### config.mk
export PLATFORM = sky130hd
export DESIGN_NAME = pbus_engine
export DESIGN_NICKNAME = d
export VERILOG_FILES = /design/src/rtl/pbus_pkg.sv /design/src/rtl/pbus_ticker.sv /design/src/rtl/pbus_window.sv /design/src/rtl/pbus_capture.sv /design/src/rtl/pbus_engine.sv
export SDC_FILE = /design/constraint.sdc
export NUM_CORES = 1
export LEC_CHECK = 0
export CORE_MARGIN = 2
export CORE_UTILIZATION = 35
export CTS_CLUSTER_DIAMETER = 40
export DETAILED_ROUTE_END_ITERATION = 10
export PLACE_DENSITY = 0.63
export SYNTH_ARGS = -nofsm -noshare
export SYNTH_HDL_FRONTEND = slang
export SYNTH_HIERARCHICAL = 1
export SYNTH_SLANG_ARGS = --single-unit
### constraint.sdc
create_clock -name clk -period 4.3 [get_ports clk]
set_input_delay 0.645 -clock clk [delete_from_list [all_inputs] [get_ports clk]]
set_output_delay 0.645 -clock clk [all_outputs]
set_load 0.005 [all_outputs]
### src/rtl/pbus_pkg.sv
package pbus_pkg;

  localparam int TICK_W = 6;
  localparam int EDGE_W = 4;
  localparam logic [1:0] WIDE_CODE = 2'd3;

  typedef enum logic [1:0] {
    KIND_CMD   = 2'd0,
    KIND_PARAM = 2'd1,
    KIND_READ  = 2'd2,
    KIND_ALT   = 2'd3
  } kind_e;

  // Bit layout of the on/off word, most significant field first.
  typedef struct packed {
    logic [1:0]        spare;
    logic [TICK_W-1:0] re_off;
    logic [EDGE_W-1:0] re_on;
    logic [TICK_W-1:0] we_off;
    logic [EDGE_W-1:0] we_on;
    logic [TICK_W-1:0] cs_off;
    logic [EDGE_W-1:0] cs_on;
  } onoff_word_t;

  // Bit layout of the cycle word, most significant field first.
  typedef struct packed {
    logic [3:0]        spare_hi;
    logic [TICK_W-1:0] access;
    logic [3:0]        spare_mid;
    logic [TICK_W-1:0] cs_width;
    logic [TICK_W-1:0] rd_len;
    logic [TICK_W-1:0] wr_len;
  } cycle_word_t;

  localparam int N_WIN = 3;
  localparam int WIN_CS = 0;
  localparam int WIN_WE = 1;
  localparam int WIN_RE = 2;

endpackage

### src/rtl/pbus_ticker.sv
module pbus_ticker #(
  parameter int CNT_W = 6
) (
  input  logic             clk,
  input  logic             rst_n,
  input  logic             start,
  input  logic             div2,
  input  logic [CNT_W-1:0] len,
  output logic             active,
  output logic [CNT_W-1:0] tick,
  output logic             first,
  output logic             last
);

  logic [CNT_W-1:0] len_q;
  logic             div2_q;
  logic             half;

  assign first = active && !half;
  assign last  = active && (tick == len_q - CNT_W'(1)) && (!div2_q || half);

  always_ff @(posedge clk or negedge rst_n) begin
    if (!rst_n) begin
      active <= 1'b0;
      tick   <= '0;
      half   <= 1'b0;
      len_q  <= CNT_W'(1);
      div2_q <= 1'b0;
    end else if (start) begin
      active <= 1'b1;
      tick   <= '0;
      half   <= 1'b0;
      len_q  <= (len == '0) ? CNT_W'(1) : len;
      div2_q <= div2;
    end else if (active) begin
      if (last) begin
        active <= 1'b0;
        tick   <= '0;
        half   <= 1'b0;
      end else if (div2_q && !half) begin
        half <= 1'b1;
      end else begin
        half <= 1'b0;
        tick <= tick + CNT_W'(1);
      end
    end
  end

endmodule

### src/rtl/pbus_window.sv
module pbus_window #(
  parameter int CNT_W = 6
) (
  input  logic             active,
  input  logic             enable,
  input  logic [CNT_W-1:0] tick,
  input  logic [CNT_W-1:0] t_on,
  input  logic [CNT_W-1:0] t_off,
  output logic             strobe_n
);

  always_comb begin
    strobe_n = 1'b1;
    if (active && enable && (tick >= t_on) && (tick < t_off))
      strobe_n = 1'b0;
  end

endmodule

### src/rtl/pbus_capture.sv
module pbus_capture #(
  parameter int DATA_W = 16
) (
  input  logic              clk,
  input  logic              rst_n,
  input  logic              sample,
  input  logic              finish,
  input  logic [DATA_W-1:0] din,
  input  logic              rsp_ready,
  output logic              rsp_valid,
  output logic [DATA_W-1:0] rsp_data
);

  logic [DATA_W-1:0] held;

  always_ff @(posedge clk or negedge rst_n) begin
    if (!rst_n) begin
      held      <= '0;
      rsp_valid <= 1'b0;
      rsp_data  <= '0;
    end else begin
      if (sample)
        held <= din;
      if (finish) begin
        rsp_valid <= 1'b1;
        rsp_data  <= sample ? din : held;
      end else if (rsp_valid && rsp_ready) begin
        rsp_valid <= 1'b0;
      end
    end
  end

endmodule

### src/rtl/pbus_engine.sv
module pbus_engine
  import pbus_pkg::*;
#(
  parameter int DATA_W = 16
) (
  input  logic              clk,
  input  logic              rst_n,
  input  logic              req_valid,
  output logic              req_ready,
  input  logic [1:0]        req_kind,
  input  logic [DATA_W-1:0] req_data,
  output logic              rsp_valid,
  input  logic              rsp_ready,
  output logic [DATA_W-1:0] rsp_data,
  input  logic [31:0]       cfg_onoff,
  input  logic [31:0]       cfg_cycle,
  input  logic              cfg_div2,
  input  logic [1:0]        cfg_width,
  output logic              busy,
  output logic              bus_cs_n,
  output logic              bus_we_n,
  output logic              bus_re_n,
  output logic              bus_dc,
  output logic              bus_oe,
  output logic [DATA_W-1:0] bus_dout,
  input  logic [DATA_W-1:0] bus_din
);

  localparam int NARROW_W = DATA_W / 2;

  onoff_word_t onoff_w;
  cycle_word_t cycle_w;
  assign onoff_w = onoff_word_t'(cfg_onoff);
  assign cycle_w = cycle_word_t'(cfg_cycle);

  logic unused_cfg_bits;
  assign unused_cfg_bits = ^{onoff_w.spare, cycle_w.spare_hi, cycle_w.spare_mid, cycle_w.cs_width};

  // Launch-side decode of the live request and configuration.
  logic              launch;
  logic              launch_rd;
  logic [TICK_W-1:0] launch_len;
  logic [TICK_W-1:0] launch_len_eff;
  logic [TICK_W-1:0] launch_cap;
  logic              launch_wide;

  // Launch-time copies that shape the running cycle.
  kind_e             kind_q;
  logic              wide_q;
  logic [DATA_W-1:0] data_q;
  logic [TICK_W-1:0] cap_q;
  logic [TICK_W-1:0] on_q  [N_WIN];
  logic [TICK_W-1:0] off_q [N_WIN];

  logic              active;
  logic [TICK_W-1:0] tick;
  logic              first;
  logic              last;
  logic              rd_q;
  logic [N_WIN-1:0]  win_en;
  logic [N_WIN-1:0]  win_n;
  logic [DATA_W-1:0] din_fit;

  assign req_ready      = !active && !rsp_valid;
  assign launch         = req_valid && req_ready;
  assign launch_rd      = (kind_e'(req_kind) == KIND_READ);
  assign launch_len     = launch_rd ? cycle_w.rd_len : cycle_w.wr_len;
  assign launch_len_eff = (launch_len == '0) ? TICK_W'(1) : launch_len;
  assign launch_cap     = (cycle_w.access < launch_len_eff) ? cycle_w.access
                                                             : launch_len_eff - TICK_W'(1);
  assign launch_wide    = (cfg_width == WIDE_CODE);

  always_ff @(posedge clk or negedge rst_n) begin
    if (!rst_n) begin
      kind_q <= KIND_PARAM;
      wide_q <= 1'b0;
      data_q <= '0;
      cap_q  <= '0;
      for (int i = 0; i < N_WIN; i++) begin
        on_q[i]  <= '0;
        off_q[i] <= '0;
      end
    end else if (launch) begin
      kind_q <= kind_e'(req_kind);
      wide_q <= launch_wide;
      data_q <= launch_wide ? req_data : {{(DATA_W-NARROW_W){1'b0}}, req_data[NARROW_W-1:0]};
      cap_q  <= launch_cap;
      on_q[WIN_CS]  <= TICK_W'(onoff_w.cs_on);
      off_q[WIN_CS] <= onoff_w.cs_off;
      on_q[WIN_WE]  <= TICK_W'(onoff_w.we_on);
      off_q[WIN_WE] <= onoff_w.we_off;
      on_q[WIN_RE]  <= TICK_W'(onoff_w.re_on);
      off_q[WIN_RE] <= onoff_w.re_off;
    end
  end

  pbus_ticker #(.CNT_W(TICK_W)) u_ticker (
    .clk    (clk),
    .rst_n  (rst_n),
    .start  (launch),
    .div2   (cfg_div2),
    .len    (launch_len),
    .active (active),
    .tick   (tick),
    .first  (first),
    .last   (last)
  );

  assign rd_q = (kind_q == KIND_READ);
  assign win_en[WIN_CS] = 1'b1;
  assign win_en[WIN_WE] = !rd_q;
  assign win_en[WIN_RE] = rd_q;

  for (genvar w = 0; w < N_WIN; w++) begin : g_win
    pbus_window #(.CNT_W(TICK_W)) u_win (
      .active   (active),
      .enable   (win_en[w]),
      .tick     (tick),
      .t_on     (on_q[w]),
      .t_off    (off_q[w]),
      .strobe_n (win_n[w])
    );
  end

  assign bus_cs_n = win_n[WIN_CS];
  assign bus_we_n = win_n[WIN_WE];
  assign bus_re_n = win_n[WIN_RE];
  assign bus_dc   = !(active && (kind_q == KIND_CMD));
  assign bus_oe   = active && !rd_q;
  assign bus_dout = data_q;
  assign busy     = active;

  assign din_fit = wide_q ? bus_din : {{(DATA_W-NARROW_W){1'b0}}, bus_din[NARROW_W-1:0]};

  pbus_capture #(.DATA_W(DATA_W)) u_capture (
    .clk       (clk),
    .rst_n     (rst_n),
    .sample    (active && rd_q && first && (tick == cap_q)),
    .finish    (last && rd_q),
    .din       (din_fit),
    .rsp_ready (rsp_ready),
    .rsp_valid (rsp_valid),
    .rsp_data  (rsp_data)
  );

endmodule

* Yosys cells after proc, flatten, opt, wreduce, memory -nomap -nowiden
Cells that the tools add are included.
** Word-level totals
- Bits in registers :: 103
- Output and inout bits :: 40
** Cells by class
- $lt $le $gt $ge :: 7
- Reduce and logical (&&, ||, !) cells :: 31
- Equal/unequal tests :: 6
- Mux-type cells :: 22
- Add/subtract/negate cells :: 3
** Operators by type and width (count)
- $mux W16 :: 3
- $mux W6 :: 7
- $lt A6 B6 Y1 :: 4
- $logic_and A1 B1 Y1 :: 19
- $ge A6 B4 Y1 :: 3
- $eq A6 B6 Y1 :: 2
- $mux W1 :: 12
- $sub A6 B1 Y6 const B :: 2
- $add A6 B1 Y6 const B :: 1
- $eq A2 B2 Y1 const B :: 3
- $logic_not A1 Y1 :: 6
- $logic_not A6 Y1 :: 1
- $reduce_bool A2 Y1 :: 2
- $ne A3 B3 Y1 const B :: 1
- $logic_not A2 Y1 :: 1
- $reduce_and A2 Y1 :: 1
- $logic_or A1 B1 Y1 :: 1

* Longest topological paths before layout
- Depth after elaboration :: 7
- Mapped depth :: 11

* Modules after synthesis
The synthesis kept the hierarchy.
** By module, submodules not included
- pbus_engine :: seq. area each 1377.6 sq um, area each 2620.0 sq um, instances 1, cells each 306
- pbus_capture :: seq. area each 825.8 sq um, area each 1316.3 sq um, instances 1, cells each 71
- pbus_ticker :: seq. area each 376.6 sq um, area each 882.1 sq um, instances 1, cells each 87
- pbus_window :: seq. area each 0.0 sq um, area each 275.3 sq um, instances 3, cells each 36

* Worst setup path before layout
No wires, ideal clock.
- Kind :: input to register
- Start :: in req_kind[1]
- End :: reg cap_q[2]
- Setup time :: 138 ps
- Arrival time :: 2552 ps
- Path slack :: 1611 ps
- Cell stages on the path :: 11
- Path buffers :: 1
- Cells stage by stage :: nor2b_4 > buf_6 > mux2_4 > inv_1 > ha_1 > a21oi_1 > o21ai_0 > or3_1 > o21ai_4 > mux2i_1 > a21oi_1
** Between the ends
- Word-level cells in the longest chain between the ends :: 6
- Elaborated cells between the ends (all ways) :: 7
- Those cells by class :: 1 x add/sub; 1 x order compare; 1 x eq/ne; 3 x mux; 1 x reduce/logical
** RTL lines
- from (decl) :: line pbus_engine.sv:10 : input logic [1:0] req_kind,
- $eq A2 B2 Y1 (*) :: line pbus_engine.sv:66 : assign launch_rd = (kind_e'(req_kind) == KIND_READ);
- $mux W6 (*) :: line pbus_engine.sv:67 : assign launch_len = launch_rd ? cycle_w.rd_len : cycle_w.wr_len;
- net launch_len[5] :: line pbus_engine.sv:42 : logic [TICK_W-1:0] launch_len;
- $logic_not A6 Y1 :: line pbus_engine.sv:68 : assign launch_len_eff = (launch_len == '0) ? TICK_W'(1) : launch_len;
- $mux W6 (*) :: line pbus_engine.sv:68
- $sub A6 B1 Y6 / $lt A6 B6 Y1 (equally long branches) :: line pbus_engine.sv:70, pbus_engine.sv:69
- $mux W6 (*) :: line pbus_engine.sv:69 : assign launch_cap = (cycle_w.access < launch_len_eff) ? cycle_w.access
- to (signal assigned) :: line pbus_engine.sv:87 : cap_q <= launch_cap;
- to (decl) :: line pbus_engine.sv:51 : logic [TICK_W-1:0] cap_q;
The timed path passes the listed nets; every way through them passes the cells marked *.
A chain may end at the register's enable or synchronous reset.

* Worst setup path in the final report
- Start :: reg u_ticker.tick[0]
- End :: out bus_re_n
** Between the ends
- Word-level cells in the longest chain between the ends :: 4
- Elaborated cells between the ends (all ways) :: 5
- Those cells by class :: 2 x order compare; 1 x mux; 2 x reduce/logical
** RTL lines
- from (decl) :: line pbus_ticker.sv:10 : output logic [CNT_W-1:0] tick,
- from (signal assigned) :: line pbus_ticker.sv:44 : tick <= tick + CNT_W'(1);
- $ge A6 B4 Y1 :: line pbus_window.sv:14 : if (active && enable && (tick >= t_on) && (tick < t_off))
- $logic_and A1 B1 Y1 :: line pbus_window.sv:14
- $logic_and A1 B1 Y1 (*) :: line pbus_window.sv:14
- $mux W1 (*) :: line pbus_window.sv:14
- to (decl) :: line pbus_engine.sv:22 : output logic bus_re_n,
Every way passes the cells marked *; elsewhere a longest branch is shown, timed or not.

==> flow_summary.rst <==
.. list-table::
   :header-rows: 1

   * - Metric
     - Value
   * - Largest stage delay on the critical path
     - 0.65 ns
   * - Leading area contributor after synthesis
     - dfrtp_1
   * - Part of the power in combinational logic
     - 0.392
   * - CTS-repair resized insts
     - 0
   * - Antenna viol nets, final
     - 0
   * - Fraction of power consumed by sequential logic
     - 0.397
   * - Average wire per cell in the routed design
     - 14.4 µm
   * - Setup slack of the critical path after layout
     - 1.09 ns
   * - Vertical die dimension
     - 131 µm
   * - Number of instances in the synthesized netlist
     - 572
   * - Leakage power of the design
     - ~3.5 nW
   * - Master cell of the clock root buffer
     - clkbuf_16
   * - Final count of negative-setup-slack endpoints
     - 0
   * - Clock tree from TritonCTS
     - yes
   * - Worst slew margin relative to its limit
     - 0.302
   * - Startpoint kind of the worst setup timing path
     - flop
   * - Setup repair after global routing missed its margin
     - no
   * - Async S/R FF share, synth
     - 1.00
   * - Cell-by-cell trace of the critical path
     - inv_1, ha_1, nand2b_1, a211oi_1, o21ai_0, o211ai_1, clkdlybuf4s50_1
   * - Hold Buf Count CTS
     - 0
   * - Post-synthesis average cell area
     - 9.87 µm²
   * - Final-stage net count
     - around 850
   * - First-pass GRT wire length
     - about 22000 µm
   * - Initial cell density of the core
     - 0.357
   * - Synth area leaders
     - dfrtp_1 45%, nand2_1 10%, ha_1 9.1%, mux2_4 5.6%, inv_1 3.2%
   * - Final max-slew violation count
     - 0
   * - Number of search-and-repair iterations in the first detailed-routing pass
     - 4
   * - IO buf count
     - ~130
   * - Detail Placement HPWL
     - about 9700 µm
   * - Share of the cycle needed by the critical path after routing
     - 0.746
   * - Number of DRC violations after detailed-routing iteration 0
     - 150
   * - Outcome
     - finished clean
   * - Worst setup EP type
     - output port
   * - Setup TNS after final layout
     - 0 ns
   * - Non-filler cells in the finished layout
     - 921
   * - Most frequent cell after synthesis
     - nand2_1
   * - Portion of total power attributed to the clock network
     - 0.210
   * - Maximum level of the CTS H-tree
     - 3
   * - Commonest cells in the netlist
     - 150 x nand2_1, 101 x dfrtp_1, 48 x inv_1
   * - TritonCTS Buffers
     - 9
   * - Max stage delay cell, worst path
     - dfrtp_1
   * - Share of cells above drive strength 1
     - 0.109
   * - Sum of routed wire length over all layers
     - 13300 µm
   * - Post-detailed-route via-to-cell ratio
     - 4.73
   * - Count of yosys warnings during synthesis
     - 6
   * - Core region area
     - approximately 16000 µm²
   * - Final antenna diode count
     - 0
   * - Post-route DRC violation count
     - 0
   * - Largest fanout of any net on the critical path
     - 12
   * - Row count
     - 46
   * - Required time worst endpoint
     - 3.65 ns
   * - Part of the Yosys area used for sequential elements
     - 0.457
   * - Crit Reg-Reg Startpoint
     - u_ticker/len_q[0]$_DFFE_PN1P_
   * - Pin count of the biggest net entering global routing
     - between 80 and 90
   * - Net switching share of the total power
     - 0.354
   * - Overflow left after global routing
     - 0
   * - Finished Core Util
     - 0.471
   * - Prevailing post-synth register cell
     - dfrtp_1
   * - Type of the worst setup path
     - flop to output port
   * - Worst Max-Slew Pin Slew
     - 1.05 ns
   * - Arrival time reported for the critical path endpoint
     - 2.56 ns
   * - Latest clock arrival within the worst-skew pair
     - about 0.35 ns
   * - Worst clock skew
     - 0.0112 ns
   * - Routability cong.
     - 0.801
   * - Area of the die
     - about 17000 µm²
   * - Cell area after synthesis
     - about 5600 µm²
   * - Worst vdd rail ir drop
     - ~320 µV
   * - Buffers plus inverters on the worst setup path
     - 2
   * - Maxcap violations
     - 0
   * - Highest attainable clock frequency
     - 0.312 GHz
   * - Area Growth Syn to Fin
     - 32.1%
   * - Chip width
     - 131 µm
   * - Worst-case register-to-register setup slack
     - 1.41 ns
   * - Post-synth top area share
     - 0.448
   * - Number of distinct library cells after synthesis
     - 54
   * - Global-route usage over all layers
     - 0.161
   * - Pwr per Cell Area
     - 547 nW/µm²
   * - Hold violation total from the final report
     - 0
   * - Min Tclk post-route
     - 3.21 ns
   * - Final Power
     - 4.08 mW
   * - Worst slack at placement
     - 0.815 ns
   * - Sw Pwr
     - 1.44 mW
   * - Post-CTS Repair Setup Buffers
     - 0
   * - Clock Pin Slew Worst Setup and Hold Paths
     - 0.07 ns
   * - Number of global-route vias before repair
     - 4488
   * - Count of clock tree sinks
     - about 100
   * - Detailed-route via count
     - approximately 4400
   * - EDFF count, synth
     - 0
   * - Number of antenna violations at the first check in global routing
     - 0
   * - Total instance count after detailed placement
     - 905
   * - Max clock buf depth
     - 2
   * - Synthesis-stage register bit count
     - 103
   * - Worst min-delay path class
     - input port to asynchronous set/reset pin
   * - Cell internal pwr
     - 2.63 mW
   * - Top Ports
     - ~150
   * - Largest delay contributor family on the critical path
     - flip-flops
   * - Worst setup path startpoint
     - u_ticker/tick[0]$_DFFE_PN0P_
cell families after synthesis:
group           after synthesis  share of synthesized area
flops                       103                      0.457
mux                          46                      0.104
buf+inv                      70                     0.0543
compound gates               66                     0.0871
fa+ha+maj                    41                     0.0909
xor+xnor                     16                     0.0248
simple gates                228                      0.181
other cells                   2                    0.00133
sequential cells by signal, indices dropped and copies added (netlist names):
signal               cells
bus_dout                16
cap_q                    6
kind_q                   2
off_q                   18
on_q                    12
u_capture/held          16
u_capture/rsp_data      16
u_capture/rsp_valid      1
u_ticker/active          1
u_ticker/div2_q          1
u_ticker/half            1
u_ticker/len_q           6
u_ticker/tick            6
wide_q                   1
power groups by stage:
stage	Combinational [mW]	Sequential, mW	Clock (mW)
floorplan	1.07	1.55	0
global placement	1.55	1.63	0
detailed placement	1.62	1.64	0
CTS	1.63	1.63	0.888
global route	1.84	1.68	0.916
finish	1.60	1.62	0.858
final timing paths:
kind / to / depth (start not counted)
setup / recovery: bus_re_n / 7
hold / removal: cap_q[0]$_DFFE_PN0P_ / 1
setup reg to reg: u_capture/rsp_data[1]$_DFFE_PN0P_ / 8
hold reg to reg: bus_dout[13]$_DFFE_PN0P_ / 2
max in group asynchronous: u_capture/rsp_valid$_DFFE_PN0P_ / 2
min in group clk: bus_dout[13]$_DFFE_PN0P_ / 2
final cells by class:
class,instances,area [µm²]
clock inverter,6,75.1
multi-input combinational,404,2790
timing repair buffer,134,1320
clock buffer,10,239
fill,1504,8370
tap,216,270
sequential,103,2580
inverter,48,180
metrics by stage:
stage / hold WS, ns / area (µm²)
finish: 0.470 / 7450
CTS: 0.473 / 7450
global route: 0.484 / 7450
floorplan: 0.349 / 5660
detailed placement: 0.456 / 7140
global placement: 0.454 / 7140
metal layers:
layer / vias to the layer above / share of wire / track usage / wire, µm
li1: 2147 / - / - / -
met1: 2107 / 0.42 / 0.195 / 5640
met2: 90 / 0.52 / 0.286 / 6920
met3: 11 / 0.046 / 0.0309 / 609
met4: 0 / 0.0096 / 0.0526 / 127
met5: - / 0 / 0 / 0
layout by cell type, fill, tap and decap left out, types with 7 or more instances in the layout:
cell type	netlist	routed
clkdlybuf4s50_1	0	127
buf_4	1	7
nand2b_1	9	9
ha_1	41	41
nand2_1	150	149
nand3_1	14	14
o21ai_0	14	14
mux2i_1	9	9
mux2_2	16	16
inv_1	48	47
clkbuf_16	0	9
conb_1	2	7
a21oi_1	12	12
and2_1	10	10
xnor2_1	12	12
mux2_4	21	21
nor2_1	21	21
dfrtp_1	101	101
No activity file was read; power rests on OpenSTA's default activity.
